$ cat src/rtl/i2c_rp_pkg.sv
package i2c_rp_pkg;

  localparam int REG_AW = 8;

  typedef enum logic [2:0] {
    ST_IDLE,
    ST_ADDR,
    ST_ACK,
    ST_WRX,
    ST_TX,
    ST_MACK
  } rp_state_e;

  // pointer after one access: moves only inside [lo, hi], wraps past last
  function automatic logic [REG_AW-1:0] ptr_next(input logic [REG_AW-1:0] p,
                                                 input logic [REG_AW-1:0] lo,
                                                 input logic [REG_AW-1:0] hi,
                                                 input logic [REG_AW-1:0] last);
    if (p < lo || p > hi) return p;
    if (p == last) return '0;
    return p + 1'b1;
  endfunction

  // device address compare: upper six bits fixed, lowest bit from the pin
  function automatic logic addr_hit(input logic [5:0] upper,
                                    input logic       sel,
                                    input logic [6:0] got);
    return {upper, sel} == got;
  endfunction

endpackage

$ cat src/rtl/i2c_rp_busmon.sv
module i2c_rp_busmon #(
  parameter int SYNC_STAGES = 2
) (
  input  logic clk,
  input  logic rst_n,
  input  logic scl_i,
  input  logic sda_i,
  output logic scl_hi,
  output logic sda_hi,
  output logic scl_rise,
  output logic scl_fall,
  output logic ev_start,
  output logic ev_stop
);
  localparam int DEPTH = SYNC_STAGES + 1;

  logic [DEPTH-1:0] scl_q;
  logic [DEPTH-1:0] sda_q;

  // synchroniser chain plus one history stage for edge detection
  always_ff @(posedge clk or negedge rst_n) begin
    if (!rst_n) begin
      scl_q <= '1;
      sda_q <= '1;
    end else begin
      scl_q <= {scl_q[DEPTH-2:0], scl_i};
      sda_q <= {sda_q[DEPTH-2:0], sda_i};
    end
  end

  logic scl_prev, sda_prev;
  assign scl_hi   = scl_q[DEPTH-2];
  assign sda_hi   = sda_q[DEPTH-2];
  assign scl_prev = scl_q[DEPTH-1];
  assign sda_prev = sda_q[DEPTH-1];

  assign scl_rise = scl_hi & ~scl_prev;
  assign scl_fall = ~scl_hi & scl_prev;
  assign ev_start = scl_hi & scl_prev & sda_prev & ~sda_hi;
  assign ev_stop  = scl_hi & scl_prev & ~sda_prev & sda_hi;

endmodule

$ cat src/rtl/i2c_rp_ptr.sv
module i2c_rp_ptr
  import i2c_rp_pkg::*;
#(
  parameter logic [REG_AW-1:0] INC_FIRST = 8'h04,
  parameter logic [REG_AW-1:0] INC_LAST  = 8'h0F,
  parameter logic [REG_AW-1:0] TOP_REG   = 8'h0F
) (
  input  logic              clk,
  input  logic              rst_n,
  input  logic              load,
  input  logic [REG_AW-1:0] load_val,
  input  logic              step,
  output logic [REG_AW-1:0] ptr
);
  always_ff @(posedge clk or negedge rst_n) begin
    if (!rst_n)    ptr <= '0;
    else if (load) ptr <= load_val;
    else if (step) ptr <= ptr_next(ptr, INC_FIRST, INC_LAST, TOP_REG);
  end

  // stepping from the top register inside the window lands on zero
  p_wrap_top_r9: assert property (@(posedge clk) disable iff (!rst_n)
    (step && !load && ptr == TOP_REG && TOP_REG >= INC_FIRST && TOP_REG <= INC_LAST)
      |=> ptr == '0);

  // stepping outside the window leaves the pointer untouched
  p_hold_outside_r10: assert property (@(posedge clk) disable iff (!rst_n)
    (step && !load && (ptr < INC_FIRST || ptr > INC_LAST)) |=> $stable(ptr));

endmodule

$ cat src/rtl/i2c_regport_slave.sv
module i2c_regport_slave
  import i2c_rp_pkg::*;
#(
  parameter logic [6:0]        DEV_ADDR    = 7'h44,
  parameter logic [REG_AW-1:0] INC_FIRST   = 8'h04,
  parameter logic [REG_AW-1:0] INC_LAST    = 8'h0F,
  parameter logic [REG_AW-1:0] TOP_REG     = 8'h0F,
  parameter int                SYNC_STAGES = 2
) (
  input  logic       clk,
  input  logic       rst_n,
  input  logic       scl_i,
  input  logic       sda_i,
  input  logic       addr_sel,
  output logic       sda_oe,
  output logic [7:0] reg_addr,
  output logic [7:0] reg_wdata,
  output logic       reg_we,
  input  logic [7:0] reg_rdata
);
  // named bus events, shared by the FSM and the assertions
  logic scl_hi, sda_hi, scl_rise, scl_fall, ev_start, ev_stop;

  i2c_rp_busmon #(.SYNC_STAGES(SYNC_STAGES)) u_busmon (
    .clk      (clk),
    .rst_n    (rst_n),
    .scl_i    (scl_i),
    .sda_i    (sda_i),
    .scl_hi   (scl_hi),
    .sda_hi   (sda_hi),
    .scl_rise (scl_rise),
    .scl_fall (scl_fall),
    .ev_start (ev_start),
    .ev_stop  (ev_stop)
  );

  rp_state_e         st;
  logic [2:0]        bitcnt;
  logic [6:0]        rx_sh;
  logic [6:0]        tx_sh;
  logic              is_read, first_wr, ack_on, mack_ok;
  logic              oe_q, we_q;
  logic [7:0]        wdata_q;
  logic [REG_AW-1:0] ptr;

  logic [7:0] rx_byte;
  logic       rx_done, addr_ok, ptr_load, tx_load, ptr_step;

  assign rx_byte  = {rx_sh, sda_hi};
  assign rx_done  = scl_rise && bitcnt == 3'd7 && (st == ST_ADDR || st == ST_WRX);
  assign addr_ok  = addr_hit(DEV_ADDR[6:1], addr_sel, rx_byte[7:1]);
  assign ptr_load = rx_done && st == ST_WRX && first_wr;
  assign tx_load  = scl_fall && ((st == ST_ACK && ack_on && is_read) ||
                                 (st == ST_MACK && mack_ok));
  assign ptr_step = we_q || tx_load;

  i2c_rp_ptr #(
    .INC_FIRST (INC_FIRST),
    .INC_LAST  (INC_LAST),
    .TOP_REG   (TOP_REG)
  ) u_ptr (
    .clk      (clk),
    .rst_n    (rst_n),
    .load     (ptr_load),
    .load_val (rx_byte),
    .step     (ptr_step),
    .ptr      (ptr)
  );

  always_ff @(posedge clk or negedge rst_n) begin
    if (!rst_n) begin
      st       <= ST_IDLE;
      bitcnt   <= '0;
      rx_sh    <= '0;
      tx_sh    <= '0;
      is_read  <= 1'b0;
      first_wr <= 1'b0;
      ack_on   <= 1'b0;
      mack_ok  <= 1'b0;
      oe_q     <= 1'b0;
      we_q     <= 1'b0;
      wdata_q  <= '0;
    end else begin
      we_q <= 1'b0;
      if (ev_start) begin
        st      <= ST_ADDR;
        bitcnt  <= '0;
        oe_q    <= 1'b0;
        ack_on  <= 1'b0;
        mack_ok <= 1'b0;
      end else if (ev_stop) begin
        st      <= ST_IDLE;
        oe_q    <= 1'b0;
        ack_on  <= 1'b0;
        mack_ok <= 1'b0;
      end else begin
        case (st)
          ST_ADDR: if (scl_rise) begin
            rx_sh  <= rx_byte[6:0];
            bitcnt <= bitcnt + 3'd1;
            if (bitcnt == 3'd7) begin
              if (addr_ok) begin
                st       <= ST_ACK;
                is_read  <= rx_byte[0];
                first_wr <= ~rx_byte[0];
              end else begin
                st <= ST_IDLE;
              end
            end
          end
          ST_WRX: if (scl_rise) begin
            rx_sh  <= rx_byte[6:0];
            bitcnt <= bitcnt + 3'd1;
            if (bitcnt == 3'd7) begin
              st       <= ST_ACK;
              first_wr <= 1'b0;
              if (!first_wr) begin
                we_q    <= 1'b1;
                wdata_q <= rx_byte;
              end
            end
          end
          ST_ACK: if (scl_fall) begin
            if (!ack_on) begin
              ack_on <= 1'b1;
              oe_q   <= 1'b1;
            end else begin
              ack_on <= 1'b0;
              bitcnt <= '0;
              if (is_read) begin
                st    <= ST_TX;
                tx_sh <= reg_rdata[6:0];
                oe_q  <= ~reg_rdata[7];
              end else begin
                st   <= ST_WRX;
                oe_q <= 1'b0;
              end
            end
          end
          ST_TX: if (scl_fall) begin
            if (bitcnt == 3'd7) begin
              oe_q    <= 1'b0;
              st      <= ST_MACK;
              mack_ok <= 1'b0;
            end else begin
              tx_sh  <= {tx_sh[5:0], 1'b0};
              oe_q   <= ~tx_sh[6];
              bitcnt <= bitcnt + 3'd1;
            end
          end
          ST_MACK: begin
            if (scl_rise) begin
              if (sda_hi) st <= ST_IDLE;
              else        mack_ok <= 1'b1;
            end else if (scl_fall && mack_ok) begin
              mack_ok <= 1'b0;
              st      <= ST_TX;
              bitcnt  <= '0;
              tx_sh   <= reg_rdata[6:0];
              oe_q    <= ~reg_rdata[7];
            end
          end
          default: ;
        endcase
      end
    end
  end

  assign sda_oe    = oe_q;
  assign reg_addr  = ptr;
  assign reg_wdata = wdata_q;
  assign reg_we    = we_q;

  // the pull-down moves only in an SCL low phase, or at a start/stop release
  p_sda_low_phase_r5: assert property (@(posedge clk) disable iff (!rst_n)
    !$stable(oe_q) |-> (!$past(scl_hi) || $past(ev_start) || $past(ev_stop)));

  // an idle slave never holds SDA
  p_idle_release_r4: assert property (@(posedge clk) disable iff (!rst_n)
    (st == ST_IDLE) |-> !oe_q);

  // a write strobe is a single-cycle pulse
  p_we_single_r6: assert property (@(posedge clk) disable iff (!rst_n)
    reg_we |=> !reg_we);

  // a high SDA at the master-acknowledge clock ends the read
  p_nack_idle_r8: assert property (@(posedge clk) disable iff (!rst_n)
    (st == ST_MACK && scl_rise && sda_hi && !ev_start && !ev_stop)
      |=> (st == ST_IDLE && !oe_q));

endmodule

$ cat config.mk
export PLATFORM = sky130hd
export DESIGN_NAME = i2c_regport_slave
export DESIGN_NICKNAME = d
export VERILOG_FILES = /design/src/rtl/i2c_rp_pkg.sv /design/src/rtl/i2c_rp_busmon.sv /design/src/rtl/i2c_rp_ptr.sv /design/src/rtl/i2c_regport_slave.sv
export SDC_FILE = /design/constraint.sdc
export NUM_CORES = 1
export LEC_CHECK = 0
export BUFFER_PORTS_ARGS = -buffer_cell sky130_fd_sc_hd__buf_2
export CAP_MARGIN = 20
export CORE_MARGIN = 2
export CORE_UTILIZATION = 30
export DETAILED_ROUTE_END_ITERATION = 16
export GPL_TIMING_DRIVEN = 0
export SLEW_MARGIN = 20
export SYNTH_ARGS = -nofsm -noshare
export SYNTH_HDL_FRONTEND = slang
export SYNTH_SLANG_ARGS = --single-unit
$ cat constraint.sdc
create_clock -name clk -period 2.15 [get_ports clk]
set_clock_uncertainty 0.2 [all_clocks]
set_input_delay 0.43 -clock clk [delete_from_list [all_inputs] [get_ports clk]]
set_output_delay 0.43 -clock clk [all_outputs]
set_load 0.01 [all_outputs]
==> metrics.md <==
| Metric | Value |
|---|---|
| CTS Sinks | 48 |
| Htree depth | 2 |
| Crit end category | flop |
| Seq/Total Area, Yosys | 0.504 |
| Final WS setup | -51.8 ps |
| GR Util met3 | 0.0346 |
| Synthesized area | 2400 µm² |
| Max Freq | 454 MHz |
| Root Driver | clkbuf_8 |
| Total gr overflow | 0 |
| Largest net degree at the start of global routing | 49 |
| Setup Total Neg Slack | -74.2 ps |
| # IOs | 31 |
| Worst path required time | 2130 ps |
| All-Layer GR Usage | 0.127 |
| Max-capacitance violation count | 0 |
| M2 GR Usage | 0.207 |
| CP Max Fanout | 4 |
| Post-synth top area share | 0.438 |
| Initial DRT Pass Iterations | 4 |
| Synth Flop Type | dfrtp_1 |
| DRT iter0 DRCs | 186 |
| CTS max path bufs | 2 |
| Crit path arrival time | 2180 ps |
| Die Width | 93.4 µm |
| Die Y | 93.4 µm |
| Syn Inst Count | 233 |
| Initial antenna violation count | 0 |
| WL final | 5.37 mm |
| Layout cell share with drive strength beyond 1 | 0.377 |
| Post-route clock period utilization | 1.02 |
| NumNets Final | 297 |
| First-pass GRT wire length | 8.97 mm |
| Final Max Tran Viols | 0 |
| # rows | 32 |
| Asr flop ratio synth | 1.00 |
| Drt drc | 0 |
| Status | finished, violations left |
| Final instance area | 3010 µm² |
| Yosys cell types | 52 |
| Pleak | 1.42 nW |
| Number of global-route vias before repair | 1893 |
| Core Region | 7730 µm² |
| Fillcell total | 761 |
| Crit start category | flop |
| Pwr Density | 665 nW/µm² |
| Met1 Track Usage GR | 0.168 |
| Least-Margin Pin Slew | 603 ps |
| Starting Density | 0.311 |
| Drt wl/cell | 14.0 µm |
| Syn nets | 250 |
| Worst skew pair latency | 310 ps |
| RSZ-0062 raised after global routing | yes |
| Via count | 1916 |
| Yosys top cell by area | dfrtp_1 |
| Fin. Hold Viols | 0 |
| Seq cells post-synth | 48 |
| Setup-failing EPs final | 2 |
| Dpl cells | 365 |
| Area grow syn2layout | 25.5% |
| Min cycle time layout | 2200 ps |
| Rel. slew slack | 0.598 |
| Top cells by area, synth | dfrtp_1 44%, mux2_2 7.0%, dfstp_2 6.6% |
| Placed cell area | 2680 µm² |
| Synth Warn # | 0 |
| Die area | 8730 µm² |
| Port-buffer cells | 30 |
| Antenna-violating nets left | 0 |
| Syn avg cell area | 10.3 µm² |
| HPWL after detailed placement | 3.59 mm |
| Final Non-Filler Cells | 383 |
| HP Class | input port to flop |
| DR vias/cell | 5.00 |
| ANT cells | 0 |
| CTS Buf Count | 5 |
| Clk slew on worst S/H paths | 90 ps |
| CTS tree | yes |
| Failing checks | setup timing |
| VDD IR max | 494 µV |
| CP Class | flop to flop |
| Post-synth EDFFs | 0 |
| Global route hottest layer | met2 |
| Placer congestion estimate | 0.841 |
-- per-layer routing --
metal / vias up / share of wire
li1: 914 / -
met1: 923 / 0.46
met2: 68 / 0.46
met3: 11 / 0.067
met4: 0 / 0.016
met5: - / 0
-- worst max-delay path, cell delays in order (launching register included) --
cell and delay, ps:
dfstp_2 390, buf_4 140, or4bb_1 530, o2111ai_1 110, a31oi_1 140, nor2_1 200, mux2_2 380
-- cell families (layout without fill, tap and decap cells) --
logic type                 after synthesis  in the layout  share of synthesized area
AOI/OAI and AO/OA                       44             44                      0.124
xor gates and xnor gates                 3              3                     0.0110
adders and majority gates                4              4                     0.0209
buffers and inverters                   21             69                     0.0412
DFF                                     48             48                      0.504
muxes                                   26             26                      0.116
and+or+nand+nor                         87             87                      0.183
-- Yosys cell counts (all sizes together), types with 2 or more instances --
library cell and number:
ha 4, o22ai 2, o21ai 16, clkbuf 4, or2 2, nand3b 4, a21boi 2, xor2 3
a221o 3, buf 6, mux2i 11, mux2 15, nor2 10, nor4 2, nor2b 3, and3 2
nand2b 5, a21oi 7, inv 11, nand3 2, o21a 2, nor3 6, dfstp 6, nand2 42
dfrtp 42
-- flip-flops by register name, indices dropped and copies added (netlist names) --
signal          count
ack_on              1
bitcnt              3
first_wr            1
is_read             1
mack_ok             1
reg_wdata           8
reg_we              1
rx_sh               7
sda_oe              1
st                  3
tx_sh               7
u_busmon.scl_q      3
u_busmon.sda_q      3
u_ptr.ptr           8
-- stage by stage --
| step | setup WS (ps) | hold slack [ps] | util | power, mW |
|---|---|---|---|---|
| 6_report | -51.8 | 11.8 | 0.390 | 2.00 |
| 5_1_grt | -108 | 4.95 | 0.390 | 2.12 |
| 4_1_cts | -17.2 | 6.75 | 0.371 | 2.00 |
| 3_5_place_dp | -360 | 147 | 0.347 | 1.32 |
| 3_3_place_gp | -414 | 146 | 0.347 | 1.30 |
| 2_1_floorplan | 11.8 | -65.6 | - | 1.22 |
-- worst paths after layout --
path,start,depth (start not counted),to,slack [ps]
worst max-delay path,u_busmon.scl_q[1]$_DFF_PN1_,6,st[2]$_DFFE_PN0P_,-50
worst min-delay path,sda_i,1,u_busmon.sda_q[0]$_DFF_PN1_,10
worst max register to register,u_busmon.scl_q[1]$_DFF_PN1_,6,st[2]$_DFFE_PN0P_,-50
worst min register to register,u_busmon.sda_q[0]$_DFF_PN1_,0,u_busmon.sda_q[1]$_DFF_PN1_,160
max in group asynchronous,rst_n,2,u_ptr.ptr[0]$_DFFE_PN0P_,870
min in group asynchronous,rst_n,2,u_ptr.ptr[5]$_DFFE_PN0P_,460
-- report_power, final --
| part | internal [mW] | switching [mW] | total [mW] | leakage (nW) |
|---|---|---|---|---|
| registers | 0.979 | 0.0807 | 1.06 | 0.599 |
| logic | 0.136 | 0.134 | 0.270 | 0.766 |
| clock network | 0.351 | 0.323 | 0.674 | 0.0583 |
| total | 1.47 | 0.538 | 2.00 | 1.42 |
-- placed cells by master, fill, tap and decap left out, drive strengths merged, types with 2 or more instances in the layout --
cell     n
or2      2
o21a     2
and3     2
nand2b   5
nor3     6
nor4     2
buf     48
dfrtp   42
mux2i   11
inv     11
clkinv   2
nand3b   4
nor2b    3
nor2    10
xor2     3
a221o    3
nand2   42
o22ai    2
ha       4
nand3    2
a21boi   2
o21ai   16
clkbuf   6
dfstp    6
mux2    15
a21oi    7
-- repair_timing --
item,in CTS,in global routing
hold buffers,0,1
pin swaps,4,16
buffers inserted,6,5
resized for setup,10,23
endpoints found under the hold margin,0,33
gates cloned,0,1
endpoints found under the setup margin,30,22
-- layout make-up --
cell class | count | area [µm²] | share of cell area
Buffer | 7 | 52.6 | 0.0174
Inverter | 11 | 43.8 | 0.0145
Timing Repair Buffer | 43 | 256 | 0.0852
Tap cell | 102 | 128 | 0.0424
Multi-Input combinational cell | 164 | 1210 | 0.400
Sequential cell | 48 | 1210 | 0.401
Clock buffer | 5 | 68.8 | 0.0229
Clock inverter | 3 | 47.5 | 0.0158
(Power assumes the default switching activity.)
